**src/rtl/rr2_pkg.sv**
```systemverilog
package rr2_pkg;
  // add b to a modulo w, assuming a < w and b <= w
  function automatic int unsigned wrap_add(int unsigned a, int unsigned b, int unsigned w);
    int unsigned s;
    s = a + b;
    if (s >= w) s = s - w;
    return s;
  endfunction
endpackage

```
**src/rtl/rr2_pick.sv**
```systemverilog
module rr2_pick #(
  parameter int W  = 5,
  localparam int PW = $clog2(W)
) (
  input  logic [W-1:0]  elig,
  input  logic [PW-1:0] base,
  output logic [W-1:0]  win_oh,
  output logic          found
);
  import rr2_pkg::*;

  always_comb begin
    int unsigned idx;
    win_oh = '0;
    found  = 1'b0;
    for (int k = 0; k < W; k++) begin
      idx = wrap_add(32'(base), 32'(k), 32'(W));
      if (!found && elig[idx]) begin
        win_oh[idx] = 1'b1;
        found       = 1'b1;
      end
    end
  end
endmodule

```
**src/rtl/rr2_ptrs.sv**
```systemverilog
module rr2_ptrs #(
  parameter int N_REQ = 8,
  localparam int SLOTS = N_REQ + 1,
  localparam int HW = $clog2(SLOTS),
  localparam int LW = $clog2(N_REQ)
) (
  input  logic          clk,
  input  logic          rst,
  input  logic          start,
  input  logic [LW-1:0] gidx,
  input  logic          g_low,
  output logic [HW-1:0] hi_nxt,
  output logic [LW-1:0] lo_nxt
);
  import rr2_pkg::*;

  logic [HW-1:0] hi_q;
  logic [LW-1:0] lo_q;

  always_comb begin
    hi_nxt = hi_q;
    lo_nxt = lo_q;
    if (start) begin
      if (g_low) begin
        hi_nxt = '0;
        lo_nxt = LW'(wrap_add(32'(gidx), 32'd1, 32'(N_REQ)));
      end else begin
        hi_nxt = HW'(32'(gidx) + 32'd1);
      end
    end
  end

  always_ff @(posedge clk) begin
    if (rst) begin
      hi_q <= '0;
      lo_q <= '0;
    end else begin
      hi_q <= hi_nxt;
      lo_q <= lo_nxt;
    end
  end
endmodule

```
**src/rtl/rr2_bus_arbiter.sv**
```systemverilog
module rr2_bus_arbiter #(
  parameter int N_REQ    = 8,
  parameter int HOME_IDX = 0
) (
  input  logic             clk,
  input  logic             rst,
  input  logic             arb_off,
  input  logic             bus_idle,
  input  logic [N_REQ-1:0] req_n,
  input  logic [N_REQ-1:0] lo_mask,
  output logic [N_REQ-1:0] gnt_n
);
  localparam int SLOTS = N_REQ + 1;
  localparam int HW    = $clog2(SLOTS);
  localparam int LW    = $clog2(N_REQ);

  logic [N_REQ-1:0] req, gnt_q, gnt_d, win_oh, lo_oh, hi_req, lo_req;
  logic [SLOTS-1:0] hi_elig, hi_oh;
  logic [HW-1:0]    hi_nxt;
  logic [LW-1:0]    lo_nxt, gidx;
  logic             start, hi_found, lo_found;

  assign req    = ~req_n;
  assign hi_req = req & ~lo_mask;
  assign lo_req = req & lo_mask;
  assign start  = bus_idle && |(gnt_q & req);

  always_comb begin
    gidx = '0;
    for (int i = 0; i < N_REQ; i++)
      if (gnt_q[i]) gidx = LW'(i);
  end

  rr2_ptrs #(.N_REQ(N_REQ)) ptrs_i (
    .clk(clk), .rst(rst), .start(start), .gidx(gidx),
    .g_low(lo_mask[gidx]), .hi_nxt(hi_nxt), .lo_nxt(lo_nxt)
  );

  assign hi_elig = {|lo_req, hi_req};

  rr2_pick #(.W(SLOTS)) hi_pick_i (
    .elig(hi_elig), .base(hi_nxt), .win_oh(hi_oh), .found(hi_found)
  );

  rr2_pick #(.W(N_REQ)) lo_pick_i (
    .elig(lo_req), .base(lo_nxt), .win_oh(lo_oh), .found(lo_found)
  );

  assign win_oh = hi_oh[N_REQ] ? lo_oh : hi_oh[N_REQ-1:0];

  always_comb begin
    if (arb_off)
      gnt_d = '0;
    else if (hi_found || lo_found)
      gnt_d = win_oh;
    else
      gnt_d = N_REQ'(1) << HOME_IDX;
  end

  always_ff @(posedge clk) begin
    if (rst) gnt_q <= '0;
    else     gnt_q <= gnt_d;
  end

  assign gnt_n = ~gnt_q;
endmodule

```
**config.mk**
```make
export PLATFORM = sky130hd
export DESIGN_NAME = rr2_bus_arbiter
export DESIGN_NICKNAME = d
export VERILOG_FILES = /design/src/rtl/rr2_pkg.sv /design/src/rtl/rr2_pick.sv /design/src/rtl/rr2_ptrs.sv /design/src/rtl/rr2_bus_arbiter.sv
export SDC_FILE = /design/constraint.sdc
export NUM_CORES = 1
export LEC_CHECK = 0
export BUFFER_PORTS_ARGS = -buffer_cell sky130_fd_sc_hd__buf_4
export CAP_MARGIN = 20
export CORE_MARGIN = 5
export CORE_UTILIZATION = 45
export DETAILED_ROUTE_END_ITERATION = 6
export HOLD_SLACK_MARGIN = 0.05
export PLACE_DENSITY = 0.71
export SETUP_SLACK_MARGIN = 0.3
export SLEW_MARGIN = 30
export SYNTH_ARGS = -nofsm -noshare
export SYNTH_HDL_FRONTEND = slang
export SYNTH_SLANG_ARGS = --single-unit
```
**constraint.sdc**
```tcl
create_clock -name clk -period 9.96 [get_ports clk]
set_clock_uncertainty 0.15 [all_clocks]
set_input_delay 0.498 -clock clk [delete_from_list [all_inputs] [get_ports clk]]
set_output_delay 0.498 -clock clk [all_outputs]
set_load 0.02 [all_outputs]
```
# After elaboration in Yosys (flattened, before gate mapping)
# Cells that the tools add are included.
[op_classes] addsub=34 multipliers=0 n_div=0 order_cmp=53 eq_ne=0 shift=0 n_mux=135 n_bitwise=22 reduce_logical=53
[ops] operator="$ge A32 B1 Y1 const B" count=17
[ops] operator="$mux W32" count=17
[ops] operator="$ge A32 B4 Y1 const B" count=15
[ops] operator="$sub A32 B4 Y32 const B" count=15
[ops] operator="$lt A32 B5 Y1 const B" count=9
[ops] operator="$lt A32 B4 Y1 const B" count=8
[ops] operator="$mux W9" count=9
[ops] operator="$mux W8" count=9
[ops] operator="$or A9 B9 Y9" count=8
[ops] operator="$or A8 B8 Y8" count=7
[ops] operator="$mux W1" count=54
[ops] operator="$bmux W1 S4" count=9
[ops] operator="$demux W1 S4" count=9
[ops] operator="$logic_and A1 B1 Y1" count=33
[ops] operator="$bmux W1 S3" count=9
[ops] operator="$mux W3" count=9
[ops] operator="$and A8 B8 Y8" count=3
[ops] operator="$demux W1 S3" count=8
[ops] operator="$not A8 Y8" count=3
[ops] operator="$add A4 B3 Y5 const B" count=4
[ops] operator="$add A3 B3 Y4 const B" count=4
[ops] operator="$reduce_or A8 Y1" count=2
[ops] operator="$logic_not A1 Y1" count=15
[ops] operator="$add A4 B2 Y5 const B" count=2
[ops] operator="15 further kinds" count=19
[totals] reg_bits=15 latch_bits=0 ram_bits=0 romBits=0 inputBits=20 elab_cells=301 n_memories=0

# Logic depth before layout (Yosys ltp)
# Gate-level depths: netlist (run 1).
[depth] ltp_word=43 mapped_depth=32

# Modules after synthesis
# Synthesis (run 1) repeated with hierarchy kept, for this count alone.
[hier_totals] cells_unflattened=946 hier_area_um2=6827.8
[modules_own_cells] mod="rr2_pick at hi_pick_i" n_inst=1 cells_each=685 area_per_inst_um2=4670.7 seq_area_each_um2=0.0
[modules_own_cells] mod="rr2_pick at lo_pick_i" n_inst=1 cells_each=142 area_per_inst_um2=1214.9 seq_area_each_um2=0.0
[modules_own_cells] mod="rr2_bus_arbiter" n_inst=1 cells_each=78 area_per_inst_um2=571.8 seq_area_each_um2=160.2
[modules_own_cells] mod="rr2_ptrs" n_inst=1 cells_each=41 area_per_inst_um2=370.4 seq_area_each_um2=140.1

# Least setup slack after synthesis (run 1)
# No wires, ideal clock.
[synth_path] kind="flip-flop to flip-flop" startpoint="register gnt_q[4]" endpoint="register gnt_q[5]" arrival_time_ns=6.946 setup_slack_ns=2.790 stages_incl_launch_ff=32 n_path_buf=8 synth_period_minus_slack_ns=7.170 cell_sequence="dfxtp_1 inv_1 o2111a_1 a21oi_2 buf_6 mux2i_1 a21oi_2 clkinv_1 clkbuf_1 clkbuf_1 buf_1 ha_1 inv_1 nand3_1 o21ai_0 a211oi_1 clkbuf_1 nand2_1 nand2_1 ha_1 clkbuf_1 clkbuf_1 o31ai_1 and3_1 o31ai_1 and2_1 nand2b_1 or4_1 buf_2 or3b_1 o211a_1 a31oi_1"
[synth_between] elab_chain_len=40 word_cells_on_any_way=285 classes_between="add/sub (34); order compare (52); mux (131); bitwise (17); reduce/logical (51)"
[synth_rtl] item="from (decl)" line="rr2_bus_arbiter.sv:17" text="logic [N_REQ-1:0] req, gnt_q, gnt_d, win_oh, lo_oh, hi_req, lo_req;"
[synth_rtl] item="from (signal assigned)" line="rr2_bus_arbiter.sv:62" text="else gnt_q <= gnt_d;"
[synth_rtl] item="parallel branches: the longest is 40 deep, another holds $sub A32 B4 Y32"
# Parallel ways; which one is timed is not known. The select of a mux whose other input is x is not followed.
# A chain may end at the register's enable or synchronous reset.

# Final worst setup path (run 1)
[layout_path] startpoint="register gnt_q[7]" endpoint="register gnt_q[0]"
[layout_between] elab_chain_len=36 word_cells_on_any_way=281 classes_between="add/sub (34); order compare (52); mux (129); bitwise (16); reduce/logical (50)"
[layout_rtl] item="$mux W3" line="rr2_bus_arbiter.sv:31" text="if (gnt_q[i]) gidx = LW'(i);"
[layout_rtl] item="$bmux W1 S3" line="rr2_bus_arbiter.sv:36" text=".g_low(lo_mask[gidx]), .hi_nxt(hi_nxt), .lo_nxt(lo_nxt)"
[layout_rtl] item="$mux W1 (implied by the code)" line="rr2_bus_arbiter.sv:36"
[layout_rtl] item="$mux W4" line="rr2_ptrs.sv:24" text="if (g_low) begin"
[layout_rtl] item="$mux W4 *" line="rr2_ptrs.sv:23" text="if (start) begin"
[layout_rtl] item="named net hi_nxt[1]" line="rr2_bus_arbiter.sv:19" text="logic [HW-1:0] hi_nxt;"
[layout_rtl] item="parallel branches: the longest is 30 deep, another holds $sub A32 B4 Y32"
[layout_rtl] item="$mux W1 *" line="rr2_bus_arbiter.sv:54" text="else if (hi_found || lo_found)"
# Mark *: on every way through the listed nets, which the timed path passes. The select of a mux whose other input is x is not followed.

==> results of run 1 <==
==> metrics by stage <==
stage | setup WS (ps) | util | cells
2_1_floorplan | 2790 | - | 1114
3_3_place_gp | 1920 | 0.476 | 1309
3_5_place_dp | 1670 | 0.476 | 1309
4_1_cts | 1640 | 0.480 | 1313
5_1_grt | 799 | 0.480 | 1313
6_report | 1340 | 0.481 | 1314
==> cells in the final DEF, fill, tap and decap left out, types with 9 or more instances in the layout <==
cell type / count
nor3_1: 41
nand2_1: 117
o31ai_1: 15
a31oi_1: 33
a21oi_1: 53
nor2_1: 87
a221oi_1: 13
o21ai_0: 57
a211oi_1: 32
o2111ai_1: 9
a211o_1: 14
nand3_1: 59
nor4_1: 23
dfxtp_1: 15
o211ai_1: 20
or2_2: 13
nor3b_1: 9
a21o_1: 11
a311oi_1: 10
nor2b_1: 10
nand2b_1: 24
nand4_1: 21
and2_1: 11
or3_1: 9
ha_1: 37
inv_1: 38
mux2i_1: 32
buf_4: 47
==> registers in the layout (all words and copies together) (netlist names) <==
name / cells
ptrs_i.hi_q: 4
gnt_q: 8
ptrs_i.lo_q: 3
==> worst max-delay path by stage <==
| stage | from | endpoint | cells past startpoint |
|---|---|---|---|
| after floorplan | gnt_q[4] | gnt_q[5] | 31 |
| after global placement | gnt_q[7] | gnt_q[0] | 28 |
| after detailed placement | gnt_q[7] | gnt_q[0] | 25 |
| after CTS | gnt_q[7] | gnt_q[0] | 25 |
| after global routing | gnt_q[7] | gnt_q[0] | 25 |
| final | gnt_q[7] | gnt_q[0] | 25 |
==> kinds of logic (layout without fill, tap and decap cells) <==
group | after synthesis | in the layout
buf+inv | 119 | 98
xor+xnor | 12 | 12
compound gates | 411 | 411
other cells | 0 | 1
mux | 44 | 44
fa+ha+maj | 38 | 38
simple gates | 475 | 475
flops | 15 | 15
==> layout make-up <==
type / count / area share
repair buffers: 47 / 0.0446
flip-flops and latches: 15 / 0.0380
diodes: 1 / 0.000316
multi-input cells: 980 / 0.850
inverters: 47 / 0.0226
clock inverters: 1 / 0.000633
clock buffers: 3 / 0.00949
well taps: 220 / 0.0348
==> worst max-delay path: cells and delay by family, from the launching register on <==
kind / cells / cell delay [ps]
compound gates: 11 / 3240
fa+ha+maj: 3 / 1480
buf+inv: 3 / 600
flops: 1 / 410
mux: 1 / 250
simple gates: 7 / 2350
==> layer usage <==
metal | part of all wire | track usage
met5 | 0.00096 | 0
met4 | 0.063 | 0.177
met3 | 0.14 | 0.0940
met2 | 0.41 | 0.498
met1 | 0.39 | 0.459
==> results.md, run 1 <==
- Syn. warnings: 0
- Largest family of logic cells by synthesized area: compound AO/OA/AOI/OAI gates
- Setup-failing EPs final: 0
- Die Area: about 19,000 sq um
- Crit-path slowest cell: nor3b_1
- Final Critical Period: about 8600 ps
- Reg2reg end: gnt_q[0]
- Worst-Margin Slew: between 1000 and 1500 ps
- Max-cap viol count: 0
- Drt first pass iters: 7
- DR vias: ~9.9k
- Die width: around 140 um
- Post-synth top flop: dfxtp_1
- Maximum number of pins on one net before global-route repair: between 40 and 50
- Flop2flop setup slack: between 1000 and 1500 ps
- Top-area cell type share of the netlist area: 0.0615
- Max Freq: 0.116 GHz
- R2r worst-path depth: 25
- Vias per Instance: roughly 7.6
- Number of synthesized register bits: 15
- Root buf cell: clkbuf_16
- WHS Endpoint: gnt_q[0]
- Top-count cell post-synth: nand2_1
- Post-synthesis xor/xnor area fraction: 0.0150
- Post-synth EDFFs: 0
- Synth Instances: approximately 1.1k
- Clk slew on worst S/H paths: approximately 50 ps
- Hold path depth: 2
- Post-Route WL: approximately 35 mm
- Cts repair resizes: 0
- Synth Area in Compound Gates: 0.415
- Post-Synth Simple-Gate Area: 0.330
- CTS tree: yes
- Post-synth top area cell: ha_1
- Setup bufs post-CTS: 0
- Crit Path Category: reg -> reg
- Post-CTS Hold Buffers: 0
- Synth area leaders: ha_1, nand2_1, nor2_1
- Fin crit share: 0.865
- Status: finished, violations left
- Filler cell count: roughly 1.7k
- Post-route ant nets: 0
- Buffer depth of the longest clock path: 2
- Minimum hold slack: approximately 270 ps
- Max incr delay on CP: around 700 ps
- Gpl congestion: around 1.1
- Synth top cells by count: nand2_1, nor2_1, nand3_1, o21ai_0, a21oi_1
- Sequential Area: 300 sq um
- Layout Nets: 1,152
- Global Route Usage Sum: 0.342
- Dpl hpwl: roughly 27 mm
- Min-delay worst type: in -> reg
- Layout cells sized above 1: 0.122
- Asr flop ratio synth: 0
- Netlist Area Pre-Place: 7520 sq um
- Area delta synth->final: 5.15%
- DRT iter0 DRCs: between 1.5k and 2k
- Max Fanout on Critical Path: 15
- Die Ht: 139 um
- RR Startpoint: gnt_q[7]
- CP startpoint kind: register
- H-tree Lvls: 1
- Netlist cell types: between 100 and 150
- Failing checks: design-rule violations
- Overflow after GRT: 0
- Worst-Skew Late Latency: ~260 ps
- TritonCTS Buffers: 3
- Endpoints failing hold: 0
- Initial antenna violation count: 2
- Multi-input logic area: between 6000 and 7000 sq um
- Initial core utilization: 0.457
- Worst path arrival time: between 8000 and 9000 ps
- Design area: 7910 sq um
- IO Port Bufs: 27
- CP most frequent cell: ha_1
- First-pass GRT wire length: approximately 53 mm
- Placed cell area: 7830 sq um
- Seq/Total Area, Yosys: 0.0399
- Post-synthesis mux area share: 0.0688
- Residual DRC count: 4
- Number of global-route vias before repair: roughly 9.0k
- Crit. End Element: register
- Setup TNS: 0 ps
- Avg WL per Cell: about 27 um
- Syn Nets: roughly 1.2k
- Post-synthesis adder-cell area fraction: 0.0642
- Max_slew headroom: 0.314
- Mean Syn Cell Area: just under 7 sq um
- CP required: slightly below 10,000 ps
- HP Start: arb_off
- Clock sink total: 15
- Num ports: 28
- RSZ-0062 raised after global routing: false
- Final Max Slew Viols: 0
- # rows: 47
- Core Box Area: roughly 16,000 sq um
Power of run 1 is not shown: default switching activity piles up to over one toggle a cycle in this logic, so the estimate is an artifact.
==> run 2, diff against run 1 <==
==> constraint.sdc (replaced) <==
create_clock -name clk -period 9.1 [get_ports clk]
set_clock_uncertainty 0.15 [all_clocks]
set_input_delay 0.455 -clock clk [delete_from_list [all_inputs] [get_ports clk]]
set_output_delay 0.455 -clock clk [all_outputs]
set_load 0.02 [all_outputs]
==> results.md, run 2 (synthesized netlist as in run 1, its figures left out) <==
- Status: completed
- Area delta synth->final: 5.42%
- Max reg flops: 8
- IO Port Bufs: 27
- Setup-failing EPs final: 0
- RSZ-0062 raised after global routing: false
- Crit Path Category: reg -> reg
- Regs by FF count: gnt_q (8), ptrs_i.hi_q (4), ptrs_i.lo_q (3)
- Initial antenna violation count: 0
- Num ports: 28
- Flop2flop setup slack: ~730 ps
- CP startpoint kind: register
- Crit-path slowest cell: or4_1
- Max incr delay on CP: 730 ps
- Number of global-route vias before repair: 9,028
- Post-Route WL: 35.8 mm
- Worst-Skew Late Latency: approximately 270 ps
- DR vias: 9,858
- H-tree Lvls: 1
- Layout cells sized above 1: 0.125
- CP most frequent cell: ha_1
- CP startpoint: gnt_q[7]
- Die Ht: about 140 um
- Setup TNS: 0 ps
- Crit. End Element: register
- Crit path to: gnt_q[6]
- Max-cap viol count: 0
- Dpl hpwl: ~28 mm
- DRT iter0 DRCs: around 1.9k
- Commonest non-fill, non-tap cell in the layout: nand2_1
- WP buf/inv: 4
- Max Fanout on Critical Path: 15
- Die Area: 19,400 sq um
- RR Startpoint: gnt_q[7]
- Endpoints failing hold: 0
- Clk slew on worst S/H paths: 50 ps
- Overflow after GRT: 0
- Residual DRC count: 0
- CP top delay family: compound AO/OA/AOI/OAI gates
- Final Max Slew Viols: 0
- Die width: 139 um
- CP required: slightly above 9000 ps
- Minimum hold slack: 226 ps
- CTS tree: yes
- Core Box Area: approximately 16,000 sq um
- Avg WL per Cell: 27.3 um
- Antenna diodes: 0
- Layout Nets: around 1.2k
- Global Route Usage Sum: 0.350
- Worst-Margin Slew: between 1000 and 1500 ps
- Maximum number of pins on one net before global-route repair: between 40 and 50
- Max_slew headroom: 0.279
- Post-CTS Hold Buffers: 0
- Clock sink total: 15
- # rows: 47
- Buffer depth of the longest clock path: 2
- Min-delay worst type: in -> reg
- Cts repair resizes: 0
- Gpl congestion: between 1 and 1.5
- Root buf cell: clkbuf_16
- Most frequent cells in the layout: nand2_1, nor2_1, nand3_1
- Critical path depth: 27
- Fin crit share: 0.920
- Final Critical Period: 8370 ps
- First-pass GRT wire length: roughly 54 mm
- Initial core utilization: 0.457
- Worst path arrival time: approximately 8400 ps
- Reg2reg end: gnt_q[6]
- Vias per Instance: between 7 and 8
- Max Freq: between 0.1 and 0.15 GHz
- R2r worst-path depth: 27
- Register with the most flip-flops: gnt_q
- Drt first pass iters: 7
- TritonCTS Buffers: 3
- Setup bufs post-CTS: 0
- Post-route ant nets: 0
run 2: how the worst min path moves through the flow:
stage	startpoint	endpoint	slack (ps)	cells after the start
2_1_floorplan	arb_off	gnt_q[0]	380	1
3_3_place_gp	arb_off	gnt_q[0]	490	2
3_5_place_dp	arb_off	gnt_q[0]	500	2
4_1_cts	arb_off	gnt_q[0]	230	2
5_1_grt	arb_off	gnt_q[0]	220	2
6_report	arb_off	gnt_q[0]	230	2
run 2: per-stage QoR:
| step | worst slack [ps] | cells | area [sq um] | util |
|---|---|---|---|---|
| 2_1_floorplan | 1930 | 1114 | 7520 | - |
| 4_1_cts | 917 | 1314 | 7920 | 0.481 |
| 5_1_grt | 373 | 1314 | 7930 | 0.482 |
| 3_3_place_gp | 1050 | 1310 | 7840 | 0.476 |
| 6_report | 732 | 1314 | 7930 | 0.482 |
| 3_5_place_dp | 930 | 1310 | 7840 | 0.476 |
run 2: worst reg2reg max path, cell delays in order, from the launching register on:
cell,delay (ps)
dfxtp_1,420
inv_2,170
o21ai_1,130
nor2_1,350
inv_2,120
ha_1,230
xnor2_1,340
o211a_2,390
a21oi_4,100
inv_4,180
ha_1,510
and3_1,240
o21ai_0,180
o21ai_2,500
o21ai_0,190
ha_1,450
inv_1,310
nor2_1,80
a31oi_1,350
a211oi_1,90
o32ai_1,400
and3_1,320
o21ai_2,140
or3_1,480
or4_1,730
or2_1,300
o221a_1,280
a31oi_1,170
run 2: final cells by class:
cell class,count,area [sq um]
Clock buffer,3,75.1
Clock inverter,1,5.00
Fill cell,1703,8530
Inverter,47,179
Multi-Input combinational cell,980,6740
Sequential cell,15,300
Tap cell,220,275
Timing Repair Buffer,48,360
run 2: routing by layer:
metal  track usage  vias up  wire length (um)
met5             0        -                 0
met4         0.149        0              1900
met3        0.0775      154              4900
met2         0.533      804             15100
met1         0.476     4568             13900
li1              -     4332                 -
Power of run 2 is left out for the same reason.
